$ cat src/rtl/frc_pkg.sv
package frc_pkg;
  typedef enum logic [1:0] {
    ST_RUN  = 2'd0,
    ST_REST = 2'd1,
    ST_HIC  = 2'd2,
    ST_LOCK = 2'd3
  } frc_state_e;

  function automatic int frc_max(input int a, input int b);
    return (a > b) ? a : b;
  endfunction
endpackage

$ cat src/rtl/frc_tick_gen.sv
module frc_tick_gen #(
  parameter int TICK_DIV = 100000,
  localparam int DW = (TICK_DIV > 1) ? $clog2(TICK_DIV) : 1
) (
  input  logic clk,
  input  logic rst_n,
  output logic tick_o
);
  logic [DW-1:0] div_q;

  always_ff @(posedge clk or negedge rst_n) begin
    if (!rst_n)                          div_q <= '0;
    else if (div_q == DW'(TICK_DIV - 1)) div_q <= '0;
    else                                 div_q <= div_q + 1'b1;
  end

  assign tick_o = (div_q == DW'(TICK_DIV - 1));
endmodule

$ cat src/rtl/frc_sync.sv
module frc_sync #(
  parameter int W = 1,
  parameter logic [W-1:0] RST_VAL = '0
) (
  input  logic         clk,
  input  logic         rst_n,
  input  logic [W-1:0] d_i,
  output logic [W-1:0] q_o
);
  logic [W-1:0] meta_q, sync_q;

  always_ff @(posedge clk or negedge rst_n) begin
    if (!rst_n) begin
      meta_q <= RST_VAL;
      sync_q <= RST_VAL;
    end else begin
      meta_q <= d_i;
      sync_q <= meta_q;
    end
  end

  assign q_o = sync_q;
endmodule

$ cat src/rtl/frc_persist.sv
module frc_persist #(
  parameter int HOLD_MS = 22,
  localparam int PW = $clog2(HOLD_MS + 1)
) (
  input  logic clk,
  input  logic rst_n,
  input  logic tick,
  input  logic flag_i,
  output logic qual_o
);
  logic [PW-1:0] span_q;

  always_ff @(posedge clk or negedge rst_n) begin
    if (!rst_n)                                   span_q <= '0;
    else if (!flag_i)                             span_q <= '0;
    else if (tick && span_q != PW'(HOLD_MS))      span_q <= span_q + 1'b1;
  end

  assign qual_o = flag_i && (span_q == PW'(HOLD_MS));

  a_r5_needs_history: assert property (@(posedge clk) disable iff (!rst_n)
    $rose(qual_o) |-> $past(flag_i));
  a_r5_drop_restarts: assert property (@(posedge clk) disable iff (!rst_n)
    !flag_i |=> !qual_o);
endmodule

$ cat src/rtl/frc_out_fsm.sv
module frc_out_fsm
  import frc_pkg::*;
#(
  parameter int OFF_MS    = 10000,
  parameter int HICCUP_MS = 1000,
  parameter int MAX_RETRY = 5,
  parameter bit HICCUP_EN = 1'b0,
  localparam int CW = $clog2(MAX_RETRY + 1),
  localparam int TW = $clog2(frc_max(OFF_MS, HICCUP_MS) + 1)
) (
  input  logic          clk,
  input  logic          rst_n,
  input  logic          tick,
  input  logic          clr,
  input  logic          live,
  input  logic          f_retry,
  input  logic          f_latch,
  input  logic          f_hiccup,
  output logic          en_o,
  output logic          latched_o,
  output logic [CW-1:0] retries_o
);
  frc_state_e    st_q;
  logic [TW-1:0] tmr_q;
  logic [CW-1:0] cnt_q;
  logic          hic_req;

  generate
    if (HICCUP_EN) begin : g_hic
      assign hic_req = f_hiccup;
    end else begin : g_nohic
      assign hic_req = 1'b0;
    end
  endgenerate

  always_ff @(posedge clk or negedge rst_n) begin
    if (!rst_n) begin
      st_q  <= ST_RUN;
      tmr_q <= '0;
      cnt_q <= '0;
    end else if (clr) begin
      st_q  <= ST_RUN;
      tmr_q <= '0;
      cnt_q <= '0;
    end else begin
      case (st_q)
        ST_RUN: begin
          if (live) begin
            if (f_latch) begin
              st_q <= ST_LOCK;
            end else if (f_retry) begin
              if (cnt_q == CW'(MAX_RETRY)) st_q <= ST_LOCK;
              else begin
                st_q  <= ST_REST;
                tmr_q <= '0;
              end
            end else if (hic_req) begin
              st_q  <= ST_HIC;
              tmr_q <= '0;
            end
          end
        end
        ST_REST: begin
          if (tick) begin
            if (tmr_q == TW'(OFF_MS - 1)) begin
              st_q  <= ST_RUN;
              cnt_q <= cnt_q + 1'b1;
            end else begin
              tmr_q <= tmr_q + 1'b1;
            end
          end
        end
        ST_HIC: begin
          if (tick) begin
            if (tmr_q == TW'(HICCUP_MS - 1)) st_q <= ST_RUN;
            else                             tmr_q <= tmr_q + 1'b1;
          end
        end
        default: st_q <= ST_LOCK;
      endcase
    end
  end

  assign en_o      = live && (st_q == ST_RUN);
  assign latched_o = (st_q == ST_LOCK);
  assign retries_o = cnt_q;

  a_r4_ov_locks: assert property (@(posedge clk) disable iff (!rst_n)
    (en_o && f_latch && !clr) |=> latched_o);
  a_r3_lock_holds: assert property (@(posedge clk) disable iff (!rst_n)
    (latched_o && !clr) |=> latched_o);
  a_r9_clear_zeroes: assert property (@(posedge clk) disable iff (!rst_n)
    clr |=> (retries_o == '0 && !latched_o));
  a_r7_hiccup_uncounted: assert property (@(posedge clk) disable iff (!rst_n)
    (st_q == ST_HIC && !clr) |=> $stable(retries_o));
endmodule

$ cat src/rtl/fault_retry_ctrl.sv
module fault_retry_ctrl #(
  parameter int TICK_DIV    = 100000,
  parameter int OFF_MS      = 10000,
  parameter int HICCUP_MS   = 1000,
  parameter int OC_BLANK_MS = 22,
  parameter int SC_QUAL_MS  = 5,
  parameter int MAX_RETRY   = 5,
  localparam int CW = $clog2(MAX_RETRY + 1)
) (
  input  logic          clk,
  input  logic          rst_n,
  input  logic          pwr_ok_i,
  input  logic          en_n_i,
  input  logic          main_ov_i,
  input  logic          main_uv_i,
  input  logic          main_oc_i,
  input  logic          main_sc_i,
  input  logic          main_ot_i,
  input  logic          stby_ov_i,
  input  logic          stby_uv_i,
  input  logic          stby_oc_i,
  input  logic          stby_ot_i,
  output logic          main_en_o,
  output logic          stby_en_o,
  output logic          main_latched_o,
  output logic          stby_latched_o,
  output logic [CW-1:0] main_retries_o,
  output logic [CW-1:0] stby_retries_o
);
  localparam int NIN   = 11;
  localparam int I_PWR = 10;
  localparam int I_EN  = 9;
  localparam logic [NIN-1:0] SYNC_RST = NIN'(1) << I_EN;

  logic [NIN-1:0] raw, syn;
  logic tick, en_n_d, en_fall, clr;
  logic main_live, oc_gate, sc_gate, oc_q, sc_q, main_retry;

  assign raw = {pwr_ok_i, en_n_i, main_ov_i, main_uv_i, main_oc_i, main_sc_i,
                main_ot_i, stby_ov_i, stby_uv_i, stby_oc_i, stby_ot_i};

  frc_sync #(.W(NIN), .RST_VAL(SYNC_RST)) u_sync (
    .clk(clk), .rst_n(rst_n), .d_i(raw), .q_o(syn));

  frc_tick_gen #(.TICK_DIV(TICK_DIV)) u_tick (
    .clk(clk), .rst_n(rst_n), .tick_o(tick));

  always_ff @(posedge clk or negedge rst_n) begin
    if (!rst_n) en_n_d <= 1'b1;
    else        en_n_d <= syn[I_EN];
  end

  assign en_fall   = en_n_d && !syn[I_EN];
  assign clr       = !syn[I_PWR] || en_fall;
  assign main_live = syn[I_PWR] && !syn[I_EN];

  assign oc_gate = syn[6] && main_en_o;
  assign sc_gate = syn[5] && main_en_o;

  frc_persist #(.HOLD_MS(OC_BLANK_MS)) u_oc_blank (
    .clk(clk), .rst_n(rst_n), .tick(tick), .flag_i(oc_gate), .qual_o(oc_q));

  frc_persist #(.HOLD_MS(SC_QUAL_MS)) u_sc_qual (
    .clk(clk), .rst_n(rst_n), .tick(tick), .flag_i(sc_gate), .qual_o(sc_q));

  assign main_retry = syn[4] || syn[7] || oc_q || sc_q;

  frc_out_fsm #(.OFF_MS(OFF_MS), .HICCUP_MS(HICCUP_MS), .MAX_RETRY(MAX_RETRY),
                .HICCUP_EN(1'b0)) u_main (
    .clk(clk), .rst_n(rst_n), .tick(tick), .clr(clr), .live(main_live),
    .f_retry(main_retry), .f_latch(syn[8]), .f_hiccup(1'b0),
    .en_o(main_en_o), .latched_o(main_latched_o), .retries_o(main_retries_o));

  frc_out_fsm #(.OFF_MS(OFF_MS), .HICCUP_MS(HICCUP_MS), .MAX_RETRY(MAX_RETRY),
                .HICCUP_EN(1'b1)) u_stby (
    .clk(clk), .rst_n(rst_n), .tick(tick), .clr(clr), .live(syn[I_PWR]),
    .f_retry(syn[0] || syn[2]), .f_latch(syn[3]), .f_hiccup(syn[1]),
    .en_o(stby_en_o), .latched_o(stby_latched_o), .retries_o(stby_retries_o));
endmodule

$ cat config.mk
export PLATFORM = sky130hd
export DESIGN_NAME = fault_retry_ctrl
export DESIGN_NICKNAME = d
export VERILOG_FILES = /design/src/rtl/frc_pkg.sv /design/src/rtl/frc_tick_gen.sv /design/src/rtl/frc_sync.sv /design/src/rtl/frc_persist.sv /design/src/rtl/frc_out_fsm.sv /design/src/rtl/fault_retry_ctrl.sv
export SDC_FILE = /design/constraint.sdc
export NUM_CORES = 1
export LEC_CHECK = 0
export BUFFER_PORTS_ARGS = -buffer_cell sky130_fd_sc_hd__buf_2
export CAP_MARGIN = 40
export CORE_AREA = 2 2 97 123
export DETAILED_ROUTE_END_ITERATION = 10
export DIE_AREA = 0 0 99 125
export GPL_TIMING_DRIVEN = 1
export PLACE_DENSITY_LB_ADDON = 0.08
export SLEW_MARGIN = 20
export SYNTH_ARGS = -nofsm -noshare
export SYNTH_HDL_FRONTEND = slang
export SYNTH_SLANG_ARGS = --single-unit
$ cat constraint.sdc
create_clock -name clk -period 5.75 [get_ports clk]
set_clock_uncertainty 0.1 [all_clocks]
set_input_delay 0.575 -clock clk [delete_from_list [all_inputs] [get_ports clk]]
set_output_delay 0.575 -clock clk [all_outputs]
set_load 0.02 [all_outputs]
==> results of run 1 <==
==> worst register-to-register path, delay by kind of cell (launching register included) <==
kind / cells / cell delay, ps
AOI/OAI and AO/OA: 1 / 270
adders and majority gates: 1 / 230
DFF: 1 / 400
and+or+nand+nor: 5 / 1790
==> placed cells by master, fill, tap and decap left out, types with 6 or more instances in the layout <==
cell,synthesis,routed
nor2_1,44,44
a32o_1,10,10
nand4_1,14,14
buf_2,2,21
nand3_1,30,30
dfrtp_1,83,83
xnor2_1,14,14
nand2_1,45,45
o31ai_4,7,7
xor2_1,9,9
nor3_1,9,9
nand2b_1,6,6
o21ai_0,19,19
a21oi_1,8,8
inv_1,14,14
and3_1,8,8
clkbuf_16,0,9
ha_1,19,19
==> area by class of cell <==
cell class	count	area [sq um]	share of cell area
flip-flops and latches	86	2156	0.4365
multi-input cells	309	2118	0.4289
clock buffers	9	225.2	0.04560
well taps	138	172.7	0.03496
repair buffers	26	142.6	0.02888
clock inverters	7	71.32	0.01444
inverters	14	52.55	0.01064
==> flip-flops by register name, summed over array words and instances, names as in the netlist, 3 cells and up <==
signal,cells
u_tick.div_q,17
u_stby.tmr_q,14
u_stby.retries_o,3
u_oc_blank.span_q,5
u_main.tmr_q,14
u_sc_qual.span_q,3
u_sync.meta_q,11
u_main.retries_o,3
u_sync.q_o,11
==> power by group <==
part / switching [W] / internal, W
Sequential: 0.0000234 / 0.000630
Combinational: 0.000238 / 0.000121
Clock: 0.000271 / 0.000309
==> layer usage <==
layer  routed length (um)  up-vias  global-route usage
li1                     -     1573                   -
met1                 4184     1545              0.2072
met2                 4648       23              0.2683
met3                  132        8             0.02683
met4                   97        0             0.05560
met5                    0        -                   0
==> through the flow <==
step | hold WS [ps] | util | power (W)
after floorplan | 179.4 | - | 0.0009403
after global placement | 233.4 | 0.4113 | 0.001027
after detailed placement | 234.7 | 0.4113 | 0.001029
after CTS | 97.56 | 0.4376 | 0.001622
after global routing | 117.8 | 0.4376 | 0.001694
final | 83.79 | 0.4376 | 0.001593
==> kinds of logic after synthesis <==
logic type,after synthesis
buf+inv,29
mux,3
xor+xnor,23
fa+ha+maj,19
compound gates,74
flops,86
simple gates,190
==> worst max-delay path by stage <==
stage | startpoint | to | slack [ps] | depth (start not counted)
3_3_place_gp | u_tick.div_q[0] | u_stby.tmr_q[12] | 2910 | 7
5_1_grt | u_tick.div_q[0] | u_stby.tmr_q[12] | 2480 | 7
4_1_cts | u_tick.div_q[0] | u_stby.tmr_q[12] | 2820 | 7
2_1_floorplan | u_main.st_q[0] | u_main.tmr_q[10] | 3330 | 9
6_report | u_tick.div_q[0] | u_stby.tmr_q[12] | 2860 | 7
3_5_place_dp | u_tick.div_q[0] | u_stby.tmr_q[12] | 2850 | 7
==> results.py, run 1 <==
metrics = {
    "clock_tree": {
        "cts-htree-levels": 3,
        "worstSkewPairLatency_ps": 340,
        "ctsLongestPathBuffers": 2,
        "cts_tree": "done",
        "cts.clk_slew.worst_paths_ps": 70,
        "clock_tree.root_cell": "clkbuf_16",
        "cts_resized": 0,
        "cts_hold_repair.buffers": 0,
        "clkSinkCount": 86,
        "post-cts-setup-buffer-count": 0,
        "cts-buffers-inserted": 9,
    },
    "die": {
        "floorplan.io_pins": 23,
        "dieWidth_um": 99,
        "die_area_sq_um": 12380,
        "dieHeight_um": 125,
        "rows": 44,
        "core_area_sq_um": 11290,
        "floorplan.initialDensity": 0.3902,
    },
    "worst_setup_path": {
        "path_cells": "ha_1 -> and4_4 -> and4_1 -> nor2_1 -> nor3_4 -> nand3_1 -> o41ai_1",
        "critPathRequiredTime_ps": 5880,
        "worst-r2r-cell-count": 7,
        "crit_path_top_delay_cell": "nor3_4",
        "crit_path_start_kind": "register",
        "delay_contributed_by_the_slowest_stage_of_the_critical_path_ps": 590,
        "worst_r2r_endpoint": "u_stby.tmr_q[12]",
        "critPathTopFamily": "simple AND/OR/NAND/NOR gates",
        "endpoint_kind": "register",
        "crit_path_max_fanout": 16,
        "register_to_register_setup_slack_ps": 2860,
        "critical_path_buf_inv_count": 0,
        "worstReg2RegStart": "u_tick.div_q[0]",
        "path_class": "register to register",
        "cp_data_arrival_time_ps": 3020,
    },
    "cells_and_area": {
        "syn_to_final_growth_pct": 12.13,
        "n_fill_cell": 1059,
        "final_cells": 589,
        "antenna_cells": 0,
        "finish.net_count": 478,
        "layout-drive-gt1-share": 0.1486,
        "finish.instance_area_sq_um": 4938,
    },
    "sta": {
        "period_share": 0.5027,
        "finalMaxSlewViolations": 0,
        "postLayoutSetupSlackWorst_ps": 2859,
        "setup_violations": 0,
        "post-route-min-period_ps": 2891,
        "setup-tns-final_ps": 0,
        "maxClockFrequency_mhz": 345.9,
        "relSlewSlack": 0.5598,
        "rsz0062_at_grt": "false",
        "hold_violations": 0,
        "worstMarginPinSlew_ps": 660.3,
    },
    "synthesis": {
        "synth.cells.most_frequent": "83 x dfrtp_1, 45 x nand2_1, 44 x nor2_1",
        "post_synth_num_cell_types": 60,
        "synth-edff-count": 0,
        "avgSynthCellArea_sq_um": 10.39,
        "cell_type_contributing_the_most_total_cell_area_after_synthesis": "dfrtp_1",
        "yosysSeqAreaShare": 0.4895,
        "warnings_from_yosys": 0,
        "synth.most_common_cell": "dfrtp_1",
        "synth_fa_ha_area_frac": 0.05398,
        "ys_seq_elements": 86,
        "largest_family_of_logic_cells_by_synthesized_area": "simple AND/OR/NAND/NOR gates",
        "synthesized_netlist_net_count": 456,
        "asyncSetResetFlopFracSynth": 1.000,
        "ys.flop_type": "dfrtp_1",
        "synthMuxAreaShare": 0.007102,
        "netlist_instances": 424,
        "netlist_area_sq_um": 4404,
        "post_synth_and_or_nand_nor_area_fraction": 0.2267,
        "synth-xor-area-share": 0.04574,
        "synth_top_cells_by_area": "dfrtp_1 47%, ha_1 5.4%, nand2_1 3.8%",
        "compound_cell_area_share_of_the_yosys_netlist": 0.1474,
        "post-synth-top-area-fraction": 0.4716,
    },
    "placement": {
        "detailed_place_hpwl_um": 6248,
        "place_inst": 573,
        "placed_area_sq_um": 4642,
        "finalWeightedCongestion": 0.7822,
        "dpl_worst_slack_ps": 2846,
        "io_buffer_count": 22,
    },
    "run_status": {
        "status": "complete, no violations",
    },
    "global_route": {
        "antenna_found_initial": 0,
        "grt_first_pass_wirelength_um": 15930,
        "maximum_number_of_pins_on_one_net_before_global_route_repair": 52,
        "grt_pass1_vias": 3216,
        "overall_fraction_of_global_route_tracks_in_use": 0.1594,
        "global_route.overflow_total": 0,
    },
    "job": {
        "max_cap_viol_count": 0,
    },
    "pwr": {
        "ir_worst_vdd_mv": 0.1229,
        "leakage_power_of_the_design_nw": 2.108,
        "power.density_cell_area_nw_per_um2": 322.5,
    },
    "detailed_routing": {
        "ant_nets": 0,
        "drc_errors": 0,
        "via_count": 3149,
        "post_drt_via_cell_ratio": 5.346,
        "drtIter0Drc": 145,
        "detailedRoute.firstPassIterationCount": 4,
        "route.detailed.wl_per_inst_um": 15.39,
        "route.final.wire_length_um": 9063,
    },
    "worst_hold_path": {
        "timing.hold.worst.class": "primary input to asynchronous set/reset pin",
    },
}
No activity file was read; power rests on OpenSTA's default activity.
==> run 2, diff against run 1 <==
==> constraint.sdc (replaced) <==
create_clock -name clk -period 2.7 [get_ports clk]
set_clock_uncertainty 0.1 [all_clocks]
set_input_delay 0.27 -clock clk [delete_from_list [all_inputs] [get_ports clk]]
set_output_delay 0.27 -clock clk [all_outputs]
set_load 0.02 [all_outputs]
==> run 2 against run 1 <==
Core utilization grew 1.8 points. Cell area up 4.1%. Fmax is 18% higher. Sequential share of layout area shrank 1.7 points. Die area unchanged. Final cell count grew 3.2%. Global-route usage up 0.31 points. Clock power up 120%. Sequential power up 110%. Critical endpoint is now u_main.tmr_q[6]. Worst hold slack gained 160 ps. Register-to-register slack got worse by 2600 ps. Total power is 120% higher.
==> results.py, run 2 (synthesis results as in run 1) <==
metrics = {
    "sta": {
        "setup-tns-final_ps": 0,
        "hold_violations": 0,
        "maxClockFrequency_mhz": 408.2,
        "setup_violations": 0,
        "period_share": 0.9074,
        "worstMarginPinSlew_ps": 518.4,
        "finalMaxSlewViolations": 0,
        "rsz0062_at_grt": "false",
        "post-route-min-period_ps": 2450,
        "relSlewSlack": 0.6517,
    },
    "detailed_routing": {
        "ant_nets": 0,
        "drc_errors": 0,
        "drtIter0Drc": 119,
        "via_count": 3271,
        "post_drt_via_cell_ratio": 5.380,
        "detailedRoute.firstPassIterationCount": 4,
        "route.detailed.wl_per_inst_um": 15.38,
        "route.final.wire_length_um": 9351,
    },
    "pwr": {
        "fin_total_pwr_w": 0.003487,
        "power.density_cell_area_nw_per_um2": 678.2,
        "leakage_power_of_the_design_nw": 2.198,
        "ir_worst_vdd_mv": 0.3236,
        "internal_power_w": 0.002383,
        "clkPwrFrac": 0.364,
        "comb_power_share": 0.237,
        "net-switching-power_w": 0.001104,
        "swShare": 0.3165,
        "seqPwrFrac": 0.399,
    },
    "worst_hold_path": {
        "hold_path_depth": 0,
        "timing.hold.worst.class": "register to register",
    },
    "worst_setup_path": {
        "path_cells": "inv_1 -> ha_2 -> and3b_1 -> nand2_1 -> o221ai_4 -> o211ai_4 -> or2_4 -> o41ai_1",
        "worst-r2r-cell-count": 8,
        "endpoint_kind": "register",
        "crit_path_max_fanout": 13,
        "crit_path_top_delay_cell": "dfrtp_1",
        "cp_data_arrival_time_ps": 2580,
        "delay_contributed_by_the_slowest_stage_of_the_critical_path_ps": 410,
        "critPathRequiredTime_ps": 2830,
        "crit_path_start_kind": "register",
        "path_class": "register to register",
    },
    "clock_tree": {
        "cts.clk_slew.worst_paths_ps": 70,
        "cts_tree": "done",
        "clkSinkCount": 86,
        "clock_tree.root_cell": "clkbuf_16",
        "ctsLongestPathBuffers": 2,
        "cts-buffers-inserted": 9,
        "cts-htree-levels": 3,
        "worstSkewPairLatency_ps": 340,
    },
    "placement": {
        "detailed_place_hpwl_um": 6602,
        "place_inst": 580,
        "finalWeightedCongestion": 0.8220,
        "io_buffer_count": 22,
    },
    "job": {
        "max_cap_viol_count": 0,
    },
    "die": {
        "dieWidth_um": 99,
        "floorplan.initialDensity": 0.3902,
        "dieHeight_um": 125,
        "die_area_sq_um": 12380,
        "core_area_sq_um": 11290,
        "floorplan.io_pins": 23,
        "rows": 44,
    },
    "global_route": {
        "overall_fraction_of_global_route_tracks_in_use": 0.1625,
        "antenna_found_initial": 0,
        "global_route.overflow_total": 0,
        "maximum_number_of_pins_on_one_net_before_global_route_repair": 38,
        "grt_pass1_vias": 3386,
        "grt_first_pass_wirelength_um": 16450,
    },
    "cells_and_area": {
        "largest_register_ff_count": 17,
        "finish.net_count": 497,
        "layout-drive-gt1-share": 0.1617,
        "syn_to_final_growth_pct": 16.73,
        "layout_top_registers": "u_tick.div_q (17), u_main.tmr_q (14), u_stby.tmr_q (14)",
        "n_fill_cell": 1076,
        "highest_count_cells_in_the_layout_ignoring_fill_and_taps": "83 x dfrtp_1, 45 x nand2_1, 44 x nor2_1",
        "final_common_cell": "dfrtp_1",
        "final_cells": 608,
        "antenna_cells": 0,
        "largest-register": "u_tick.div_q",
        "final_core_utilization": 0.4555,
    },
    "run_status": {
        "status": "complete, no violations",
    },
}
-- run 2: metal layers --
layer | share of wire | GRT usage | up-vias
met3 | 0.023 | 0.03018 | 6
met1 | 0.46 | 0.2138 | 1621
met4 | 0.0088 | 0.04351 | 0
met2 | 0.51 | 0.2750 | 37
li1 | - | - | 1607
met5 | 0 | 0 | -
-- run 2: repair_timing --
| item | 4_1_cts | 5_1_grt |
|---|---|---|
| setup buffers | 0 | 0 |
| gates resized for setup | 0 | 3 |
| hold buffers | 12 | 0 |
| hold endpoints to repair | 46 | 0 |
| setup endpoints to repair | 0 | 2 |
-- run 2: worst max-delay path: cells and delay by family, from the launching register on --
family | cells | cell delay (ps)
simple gates | 3 | 780
compound gates | 3 | 720
flops | 1 | 410
fa+ha+maj | 1 | 240
buf+inv | 1 | 100
-- run 2: through the flow --
| step | worst slack (ps) | hold slack [ps] | instance area, sq um |
|---|---|---|---|
| 3_5_place_dp | 186.8 | 173.2 | 4695 |
| 6_report | 250.1 | 248.3 | 5141 |
| 2_1_floorplan | 280.2 | -125.6 | 4404 |
| 4_1_cts | 176.0 | 251.2 | 5120 |
| 3_3_place_gp | 275.9 | 176.2 | 4695 |
| 5_1_grt | 24.21 | 254.6 | 5141 |
-- run 2: area by class of cell --
class,instances,area (sq um),share of cell area
timing repair buffer,45,315.3,0.06133
multi-input combinational,309,2140,0.4162
tap,138,172.7,0.03358
clock inverter,7,80.08,0.01558
sequential,86,2156,0.4193
clock buffer,9,225.2,0.04381
inverter,14,52.55,0.01022
-- run 2: power by group through the flow --
stage	Clock [W]	Combinational [W]	Sequential (W)
detailed placement	0	0.000815	0.00142
floorplan	0	0.000598	0.00140
global placement	0	0.000805	0.00141
CTS	0.00131	0.000836	0.00139
finish	0.00127	0.000828	0.00139
global route	0.00136	0.000946	0.00140
-- run 2: final timing paths --
| check | to | start | slack (ps) |
|---|---|---|---|
| min in group asynchronous | u_main.tmr_q[13] | rst_n | 350 |
| worst max-delay path | u_main.tmr_q[6] | u_main.st_q[0] | 250 |
| worst min register to register | u_sync.q_o[0] | u_sync.meta_q[0] | 250 |
| max in group asynchronous | en_n_d | rst_n | 1400 |
| worst max register to register | u_main.tmr_q[6] | u_main.st_q[0] | 250 |
| worst min-delay path | u_sync.q_o[0] | u_sync.meta_q[0] | 250 |
